==> config.mk <==
export PLATFORM = sky130hd
export DESIGN_NAME = rob_walk_top
export DESIGN_NICKNAME = d
export VERILOG_FILES = /design/src/rtl/rob_pkg.sv /design/src/rtl/rob_store.sv /design/src/rtl/rob_squash_walk.sv /design/src/rtl/rob_ptrs.sv /design/src/rtl/rob_walk_top.sv
export SDC_FILE = /design/constraint.sdc
export NUM_CORES = 1
export LEC_CHECK = 0
export ABC_AREA = 1
export BUFFER_PORTS_ARGS = -buffer_cell sky130_fd_sc_hd__buf_2
export CORE_ASPECT_RATIO = 1.25
export CORE_MARGIN = 3
export CORE_UTILIZATION = 45
export DETAILED_ROUTE_END_ITERATION = 8
export SYNTH_ARGS = -nofsm -noshare
export SYNTH_HDL_FRONTEND = slang
export SYNTH_SLANG_ARGS = --single-unit
==> constraint.sdc <==
create_clock -name clk -period 10.3 [get_ports clk]
set_clock_uncertainty 0.2 [all_clocks]
set_input_delay 2.575 -clock clk [delete_from_list [all_inputs] [get_ports clk]]
set_output_delay 2.575 -clock clk [all_outputs]
set_load 0.05 [all_outputs]
==> src/rtl/rob_pkg.sv <==
package rob_pkg;
    typedef enum logic [0:0] {
        SQ_IDLE = 1'b0,
        SQ_WALK = 1'b1
    } sq_state_e;
endpackage

==> src/rtl/rob_store.sv <==
module rob_store #(
    parameter int NUM_ENTRIES = 8,
    parameter int SEQ_W       = 16,
    parameter int PC_W        = 32,
    localparam int IDX_W      = (NUM_ENTRIES > 1) ? $clog2(NUM_ENTRIES) : 1
) (
    input  logic                              clk,
    input  logic                              rst_n,
    input  logic                              wr_en,
    input  logic [IDX_W-1:0]                  wr_idx,
    input  logic [SEQ_W-1:0]                  wr_seq,
    input  logic [PC_W-1:0]                   wr_pc,
    input  logic [PC_W-1:0]                   wr_npc,
    input  logic                              wb_en,
    input  logic [IDX_W-1:0]                  wb_idx,
    input  logic [NUM_ENTRIES-1:0]            sq_mask,
    input  logic [IDX_W-1:0]                  head_idx,
    input  logic [IDX_W-1:0]                  last_idx,
    output logic [NUM_ENTRIES-1:0][SEQ_W-1:0] seq_all,
    output logic [SEQ_W-1:0]                  head_seq,
    output logic [PC_W-1:0]                   head_pc,
    output logic [PC_W-1:0]                   head_npc,
    output logic                              head_cmp,
    output logic                              head_sqd,
    output logic [SEQ_W-1:0]                  tail_seq,
    output logic [PC_W-1:0]                   tail_pc
);
    logic [NUM_ENTRIES-1:0][SEQ_W-1:0] seq_q;
    logic [NUM_ENTRIES-1:0][PC_W-1:0]  pc_q;
    logic [NUM_ENTRIES-1:0][PC_W-1:0]  npc_q;
    logic [NUM_ENTRIES-1:0]            cmp_q;
    logic [NUM_ENTRIES-1:0]            sqd_q;

    always_ff @(posedge clk) begin
        if (wr_en) begin
            seq_q[wr_idx] <= wr_seq;
            pc_q[wr_idx]  <= wr_pc;
            npc_q[wr_idx] <= wr_npc;
        end
    end

    // insert clears the flags; writeback and squash marks set them
    always_ff @(posedge clk or negedge rst_n) begin
        if (!rst_n) begin
            cmp_q <= '0;
            sqd_q <= '0;
        end else begin
            for (int i = 0; i < NUM_ENTRIES; i++) begin
                if (wr_en && wr_idx == IDX_W'(i)) begin
                    cmp_q[i] <= 1'b0;
                    sqd_q[i] <= 1'b0;
                end else begin
                    if (wb_en && wb_idx == IDX_W'(i)) cmp_q[i] <= 1'b1;
                    if (sq_mask[i])                   sqd_q[i] <= 1'b1;
                end
            end
        end
    end

    assign seq_all  = seq_q;
    assign head_seq = seq_q[head_idx];
    assign head_pc  = pc_q[head_idx];
    assign head_npc = npc_q[head_idx];
    assign head_cmp = cmp_q[head_idx];
    assign head_sqd = sqd_q[head_idx];
    assign tail_seq = seq_q[last_idx];
    assign tail_pc  = pc_q[last_idx];


    ins_clr_chk: assert property (@(posedge clk) disable iff (!rst_n)
        wr_en |=> (!cmp_q[$past(wr_idx)] && !sqd_q[$past(wr_idx)]));
endmodule

==> src/rtl/rob_squash_walk.sv <==
module rob_squash_walk #(
    parameter int NUM_ENTRIES  = 8,
    parameter int SQUASH_WIDTH = 2,
    parameter int SEQ_W        = 16,
    localparam int IDX_W       = (NUM_ENTRIES > 1) ? $clog2(NUM_ENTRIES) : 1,
    localparam int CNT_W       = $clog2(NUM_ENTRIES + 1)
) (
    input  logic                              clk,
    input  logic                              rst_n,
    input  logic                              sq_en,
    input  logic [SEQ_W-1:0]                  sq_seq,
    input  logic [CNT_W-1:0]                  cnt,
    input  logic [IDX_W-1:0]                  head_idx,
    input  logic [NUM_ENTRIES-1:0][SEQ_W-1:0] seq_all,
    output logic [NUM_ENTRIES-1:0]            mark,
    output logic                              fin,
    output logic [CNT_W-1:0]                  keep_n,
    output logic                              done
);
    import rob_pkg::*;

    sq_state_e              state_q;
    logic [SEQ_W-1:0]       tgt_q;
    logic [CNT_W-1:0]       walk_q;
    logic [SEQ_W-1:0]       eff_tgt;
    logic [CNT_W-1:0]       cur_n;
    logic                   stop;
    logic [NUM_ENTRIES-1:0] mark_raw;
    int                     slot;

    assign eff_tgt = (state_q == SQ_WALK && sq_en && sq_seq < tgt_q) ? sq_seq : tgt_q;

    // backward step over up to SQUASH_WIDTH entries starting at the youngest unexamined
    always_comb begin
        mark_raw = '0;
        stop     = 1'b0;
        cur_n    = walk_q;
        slot     = 0;
        for (int k = 0; k < SQUASH_WIDTH; k++) begin
            if (!stop) begin
                if (cur_n == '0) begin
                    stop = 1'b1;
                end else begin
                    slot = int'(head_idx) + int'(cur_n) - 1;
                    if (slot >= NUM_ENTRIES) slot = slot - NUM_ENTRIES;
                    if (seq_all[slot[IDX_W-1:0]] > eff_tgt) begin
                        mark_raw[slot[IDX_W-1:0]] = 1'b1;
                        cur_n = cur_n - CNT_W'(1);
                    end else begin
                        stop = 1'b1;
                    end
                end
            end
        end
    end

    // state register: START, STEP, FINISH
    always_ff @(posedge clk or negedge rst_n) begin
        if (!rst_n) begin
            state_q <= SQ_IDLE;
            tgt_q   <= '0;
            walk_q  <= '0;
        end else begin
            unique case (state_q)
                SQ_IDLE: begin
                    if (sq_en) begin
                        state_q <= SQ_WALK;
                        tgt_q   <= sq_seq;
                        walk_q  <= cnt;
                    end
                end
                SQ_WALK: begin
                    tgt_q  <= eff_tgt;
                    walk_q <= cur_n;
                    if (stop) state_q <= SQ_IDLE;
                end
                default: state_q <= SQ_IDLE;
            endcase
        end
    end

    // outputs
    always_comb begin
        done   = (state_q == SQ_IDLE);
        fin    = (state_q == SQ_WALK) && stop;
        mark   = (state_q == SQ_WALK) ? mark_raw : '0;
        keep_n = cur_n;
    end


    walk_width_chk: assert property (@(posedge clk) disable iff (!rst_n)
        $countones(mark) <= SQUASH_WIDTH);

    start_low_chk: assert property (@(posedge clk) disable iff (!rst_n)
        (state_q == SQ_IDLE && sq_en) |=> !done);

    walk_shrink_chk: assert property (@(posedge clk) disable iff (!rst_n)
        (state_q == SQ_WALK) |=> walk_q <= $past(walk_q));
endmodule

==> src/rtl/rob_ptrs.sv <==
module rob_ptrs #(
    parameter int NUM_ENTRIES = 8,
    localparam int IDX_W      = (NUM_ENTRIES > 1) ? $clog2(NUM_ENTRIES) : 1,
    localparam int CNT_W      = $clog2(NUM_ENTRIES + 1)
) (
    input  logic             clk,
    input  logic             rst_n,
    input  logic             ins_do,
    input  logic             ret_do,
    input  logic             walking,
    input  logic             reclaim,
    input  logic [CNT_W-1:0] keep_n,
    output logic [IDX_W-1:0] head_q,
    output logic [IDX_W-1:0] tail_q,
    output logic [CNT_W-1:0] cnt_q
);
    logic [IDX_W-1:0] back_tail;
    int               sum;

    function automatic logic [IDX_W-1:0] bump(input logic [IDX_W-1:0] p);
        return (p == IDX_W'(NUM_ENTRIES - 1)) ? '0 : p + IDX_W'(1);
    endfunction

    always_comb begin
        sum = int'(head_q) + int'(keep_n);
        if (sum >= NUM_ENTRIES) sum = sum - NUM_ENTRIES;
        back_tail = sum[IDX_W-1:0];
    end

    always_ff @(posedge clk or negedge rst_n) begin
        if (!rst_n) begin
            head_q <= '0;
            tail_q <= '0;
            cnt_q  <= '0;
        end else if (reclaim) begin
            tail_q <= back_tail;
            cnt_q  <= keep_n;
        end else begin
            if (ins_do) tail_q <= bump(tail_q);
            if (ret_do) head_q <= bump(head_q);
            cnt_q <= cnt_q + CNT_W'(ins_do) - CNT_W'(ret_do);
        end
    end


    cnt_bound_chk: assert property (@(posedge clk) disable iff (!rst_n)
        cnt_q <= CNT_W'(NUM_ENTRIES));

    ret_nonempty_chk: assert property (@(posedge clk) disable iff (!rst_n)
        ret_do |-> cnt_q != '0);

    tail_hold_chk: assert property (@(posedge clk) disable iff (!rst_n)
        (walking && !reclaim) |=> (tail_q == $past(tail_q) && cnt_q == $past(cnt_q)));
endmodule

==> src/rtl/rob_walk_top.sv <==
module rob_walk_top #(
    parameter int NUM_ENTRIES  = 8,
    parameter int SQUASH_WIDTH = 2,
    parameter int SEQ_W        = 16,
    parameter int PC_W         = 32,
    localparam int IDX_W       = (NUM_ENTRIES > 1) ? $clog2(NUM_ENTRIES) : 1,
    localparam int CNT_W       = $clog2(NUM_ENTRIES + 1)
) (
    input  logic             clk,
    input  logic             rst_n,
    input  logic             ins_en,
    input  logic [SEQ_W-1:0] ins_seq,
    input  logic [PC_W-1:0]  ins_pc,
    input  logic [PC_W-1:0]  ins_npc,
    input  logic             wb_en,
    input  logic [IDX_W-1:0] wb_idx,
    input  logic             ret_en,
    input  logic             sq_en,
    input  logic [SEQ_W-1:0] sq_seq,
    output logic [IDX_W-1:0] alloc_idx,
    output logic [SEQ_W-1:0] head_seq,
    output logic [PC_W-1:0]  head_pc,
    output logic [PC_W-1:0]  head_npc,
    output logic             head_rdy,
    output logic [SEQ_W-1:0] tail_seq,
    output logic [PC_W-1:0]  tail_pc,
    output logic [CNT_W-1:0] free_cnt,
    output logic             full,
    output logic             empty,
    output logic             sq_done
);
    logic [IDX_W-1:0]                  head_q, tail_q, last_idx;
    logic [CNT_W-1:0]                  cnt_q, keep_n;
    logic [NUM_ENTRIES-1:0]            mark;
    logic [NUM_ENTRIES-1:0][SEQ_W-1:0] seq_all;
    logic                              fin, head_cmp, head_sqd, ins_do, ret_do;

    assign full     = (cnt_q == CNT_W'(NUM_ENTRIES));
    assign empty    = (cnt_q == '0);
    assign free_cnt = CNT_W'(NUM_ENTRIES) - cnt_q;
    assign last_idx = (tail_q == '0) ? IDX_W'(NUM_ENTRIES - 1) : tail_q - IDX_W'(1);
    assign head_rdy = !empty && head_cmp && !head_sqd;
    assign ins_do   = ins_en && !full && sq_done && !sq_en;
    assign ret_do   = ret_en && head_rdy && sq_done && !sq_en;
    assign alloc_idx = tail_q;

    rob_ptrs #(.NUM_ENTRIES(NUM_ENTRIES)) u_ptrs (
        .clk(clk), .rst_n(rst_n), .ins_do(ins_do), .ret_do(ret_do),
        .walking(!sq_done), .reclaim(fin), .keep_n(keep_n),
        .head_q(head_q), .tail_q(tail_q), .cnt_q(cnt_q)
    );

    rob_squash_walk #(.NUM_ENTRIES(NUM_ENTRIES), .SQUASH_WIDTH(SQUASH_WIDTH),
                      .SEQ_W(SEQ_W)) u_walk (
        .clk(clk), .rst_n(rst_n), .sq_en(sq_en), .sq_seq(sq_seq), .cnt(cnt_q),
        .head_idx(head_q), .seq_all(seq_all), .mark(mark), .fin(fin),
        .keep_n(keep_n), .done(sq_done)
    );

    rob_store #(.NUM_ENTRIES(NUM_ENTRIES), .SEQ_W(SEQ_W), .PC_W(PC_W)) u_store (
        .clk(clk), .rst_n(rst_n), .wr_en(ins_do), .wr_idx(tail_q), .wr_seq(ins_seq),
        .wr_pc(ins_pc), .wr_npc(ins_npc), .wb_en(wb_en), .wb_idx(wb_idx),
        .sq_mask(mark), .head_idx(head_q), .last_idx(last_idx), .seq_all(seq_all),
        .head_seq(head_seq), .head_pc(head_pc), .head_npc(head_npc),
        .head_cmp(head_cmp), .head_sqd(head_sqd), .tail_seq(tail_seq), .tail_pc(tail_pc)
    );


    walk_block_chk: assert property (@(posedge clk) disable iff (!rst_n)
        !sq_done |=> (head_q == $past(head_q)));
endmodule

==> run summary <==
The run finished with clean final reports. The mean area per synthesized cell came out at 9.96 sq um. The worst path uses 94.3% of the clock period. After clock tree synthesis, the clock-pin slew on the worst setup and hold paths is 60 ps. The clock passes through at most 3 buffers. The maximum fanout along the worst path came out at 24. The synthesized area came out at 33,800 sq um.

STA classifies the critical path endpoint as a flop. The achievable clock frequency came out at 103 MHz. The post-placement cell count came out at 4,499. The post-synth net total is 3,568.

The number of levels in the clock H-tree came out at 3. The worst flop-to-flop path startpoint is u_ptrs.head_q[1]. The most used flip-flop cell after synthesis is sky130_fd_sc_hd__edfxtp_1. The count of clock tree sinks is 687. The leftover overflow at the end of global routing is 0. The floorplan die width is 251 um. By instance count, the leading cell after synthesis is sky130_fd_sc_hd__edfxtp_1. The count of nets after finishing came out at 3,787. The number of stages on the worst hold path came out at 2. The actual slew at the worst max-slew pin came out at 1210 ps. The data required time of the critical path came out at 10,630 ps. The placeable core region is 73,900 sq um. The first detailed-routing pass ran for 6 iterations.

The per-cell routed wire length came out at 22.6 um. The per-cell via count in the routed design is 5.86. The remaining routing DRC violations came out at 0.

The count of mapped cells out of synthesis came out at 3,394. The total number of vias is 27.1k. Once the floorplan was initialized, standard cells occupied 45.8% of the core. Once detailed placement completed, the half-perimeter wirelength came to 61,600 um.

The later pin in the worst-skew pair is clocked with a latency of 640 ps. Setup repair after global routing left no endpoint under its margin. Of the cells placed in the final design, the portion with a size suffix greater than 1 is 14.5%. For the worst setup path, the data arrival time is 10,040 ps. The congestion estimate from routability-driven global placement came to 0.941. Global routing consumed, over all layers together, 26.3% of the routing resources. The share of the Yosys chip area taken by registers is 60.3%. The post-layout instance count excluding filler cells came out at 4,629.

The count of boundary I/O pins is 244. In this run the core area contains 111 standard-cell rows. The hold violation count in the final report was 0. The total count of max-transition violations in the final report is 0. In this run, synthesis inferred 640 flip-flops with an integrated enable. Broken down by cell family, the worst path's largest delay share belongs to simple AND/OR/NAND/NOR gates. The root buffer cell chosen for the clock tree is sky130_fd_sc_hd__clkbuf_16. The height of the die came out at 312 um. Compared with the post-synthesis result, the final layout area differs by 14.9%. In this run the tightest slew margin relative to its limit is 19.1%. The overall die area came out at 78,500 sq um. In this run the worst hold path is classified as flop to flop. Once detail routing completed, the nets flagged for antenna violations numbered 0.

The share of synthesized registers carrying an async set or reset came out at 6.84%. The hold path startpoint is u_store.cmp_q[3]. Setup total negative slack on the finished layout was measured at 0 ps. The Yosys warning count came out at 0. TritonCTS built the clock tree.

The top cell type's share of synthesized area came out at 56.8%. The initial antenna violation count came to 13. The worst setup path is of the input port to flop kind.

The first-pass GRT wire length came out at 158,000 um. The clock period minus worst slack came out at 9720 ps. Ranked by total cell area, the synthesized netlist is headed by sky130_fd_sc_hd__edfxtp_1, sky130_fd_sc_hd__o21ai_0, sky130_fd_sc_hd__nor2_1. The largest area contributor in the synthesized netlist is sky130_fd_sc_hd__edfxtp_1. The number of buffers created by CTS came out at 72.

The delay of the slowest cell on the worst path came out at 560 ps. The number of setup violations in the final report is 0. The worst register-to-register path has a depth of 52. The hold-critical path endpoint is u_store.cmp_q[3].

The number of fillers in the final layout is 6,708. The number of global-route vias before repair came out at 25.9k. The endpoint identified for the worst register-to-register timing path is u_ptrs.tail_q[2]. The post-detailed-routing wire length is 104,000 um.

The detailed router finished its first iteration with 2,359 violations. The slowest stage of the critical path belongs to the cell sky130_fd_sc_hd__or4_4. The count of input and output buffers came out at 243. The flop and latch count out of synthesis is 687. The tool flagged a number of max-cap violations equal to 0. The category of the worst setup path launch point is an input port. Across all register-to-register paths, the minimum setup slack is 820 ps. Sorting the synthesized cells by how often they occur yields sky130_fd_sc_hd__edfxtp_1, sky130_fd_sc_hd__nor2_1, sky130_fd_sc_hd__o21ai_0. The number of buffers and inverters on the critical path is 12. The number of distinct standard cells referenced by the synthesized netlist came out at 51. The maximum number of pins on one net before global-route repair is 222.
## what timing repair did
item	4_1_cts	5_1_grt
setup endpoints to repair	0	2
setup buffers	0	0
hold buffers	0	0
gates resized for setup	0	14
## kinds of logic (layout without fill, tap and decap cells)
family | count (synthesis) | count (layout) | synth area share [%]
adders and majority gates | 69 | 69 | 2.60
AOI/OAI and AO/OA | 1100 | 1100 | 18.9
xor gates and xnor gates | 11 | 11 | 0.285
and+or+nand+nor | 1012 | 1012 | 12.2
buffers and inverters | 515 | 786 | 5.77
other | 0 | 4 | 0
DFF | 687 | 687 | 60.3
## worst max path at each step
stage | from | endpoint | slack (ps) | cells after the start
2_1_floorplan | sq_seq[13] | u_ptrs.tail_q[2] | 30 | 52
3_3_place_gp | sq_seq[9] | u_ptrs.tail_q[2] | -160 | 52
3_5_place_dp | sq_seq[9] | u_ptrs.tail_q[2] | -310 | 51
4_1_cts | sq_seq[9] | u_ptrs.tail_q[2] | 340 | 51
5_1_grt | sq_seq[9] | u_ptrs.tail_q[2] | 20 | 54
6_report | sq_seq[13] | u_ptrs.tail_q[2] | 580 | 51
## layout make-up
cell class | count | area, sq um | share of cell area (%)
antenna | 4 | 10.0 | 0.0258
clock buffer | 90 | 1910 | 4.92
timing repair buffer | 368 | 2320 | 5.96
sequential | 687 | 20400 | 52.5
tap | 960 | 1200 | 3.09
multi-input combinational | 2192 | 11600 | 29.8
clock inverter | 36 | 300 | 0.773
inverter | 292 | 1120 | 2.88
## tightest hold or removal path: cells and delay by family, from the launching register on
| kind | cells | cell delay, ps |
|---|---|---|
| compound gates | 1 | 80 |
| flops | 1 | 340 |
| buf+inv | 1 | 50 |
## flip-flops by register name (all words and copies together), names as in the netlist
signal / cells
u_ptrs.cnt_q: 4
u_ptrs.head_q: 3
u_ptrs.tail_q: 3
u_store.cmp_q: 8
u_store.npc_q: 256
u_store.pc_q: 256
u_store.seq_all: 128
u_store.sqd_q: 8
u_walk.state_q: 1
u_walk.tgt_q: 16
u_walk.walk_q: 4
## routing by layer
metal,share of wire (%),track usage [%]
met5,0.077,0
met4,3.2,10.4
met1,41,33.9
met2,49,44.6
met3,6.9,4.30
## placed cells by master (no fill, tap or decap), drive strengths merged, types with 7 or more instances in the layout
cell     netlist  layout
edfxtp       640     640
nor2         503     503
o21ai        458     458
nand2        385     385
buf           30     368
inv          284     292
a21oi        192     192
o211ai       136     136
o22ai        127     127
a31oi        126     126
clkbuf       193      90
nand3         74      74
ha            67      67
dfrtp         47      47
clkinv         8      31
o221ai        22      22
nor4          16      16
nor3          15      15
a221oi         9       9
o2111ai        8       8
a211oi         7       7
nand4          7       7
## metrics by stage
step                      setup slack [ps]  util (%)  hold slack, ps  instance area [sq um]
after floorplan                       31.6         -             263                  33800
after global placement                -162      49.5             285                  36600
after detailed placement              -310      49.5             289                  36600
after CTS                              340      52.5             307                  38800
after global routing                  19.5      52.6             323                  38800
final                                  585      52.6             305                  38800
Power is not shown: default switching activity piles up to over one toggle a cycle in this logic, so the estimate is an artifact.
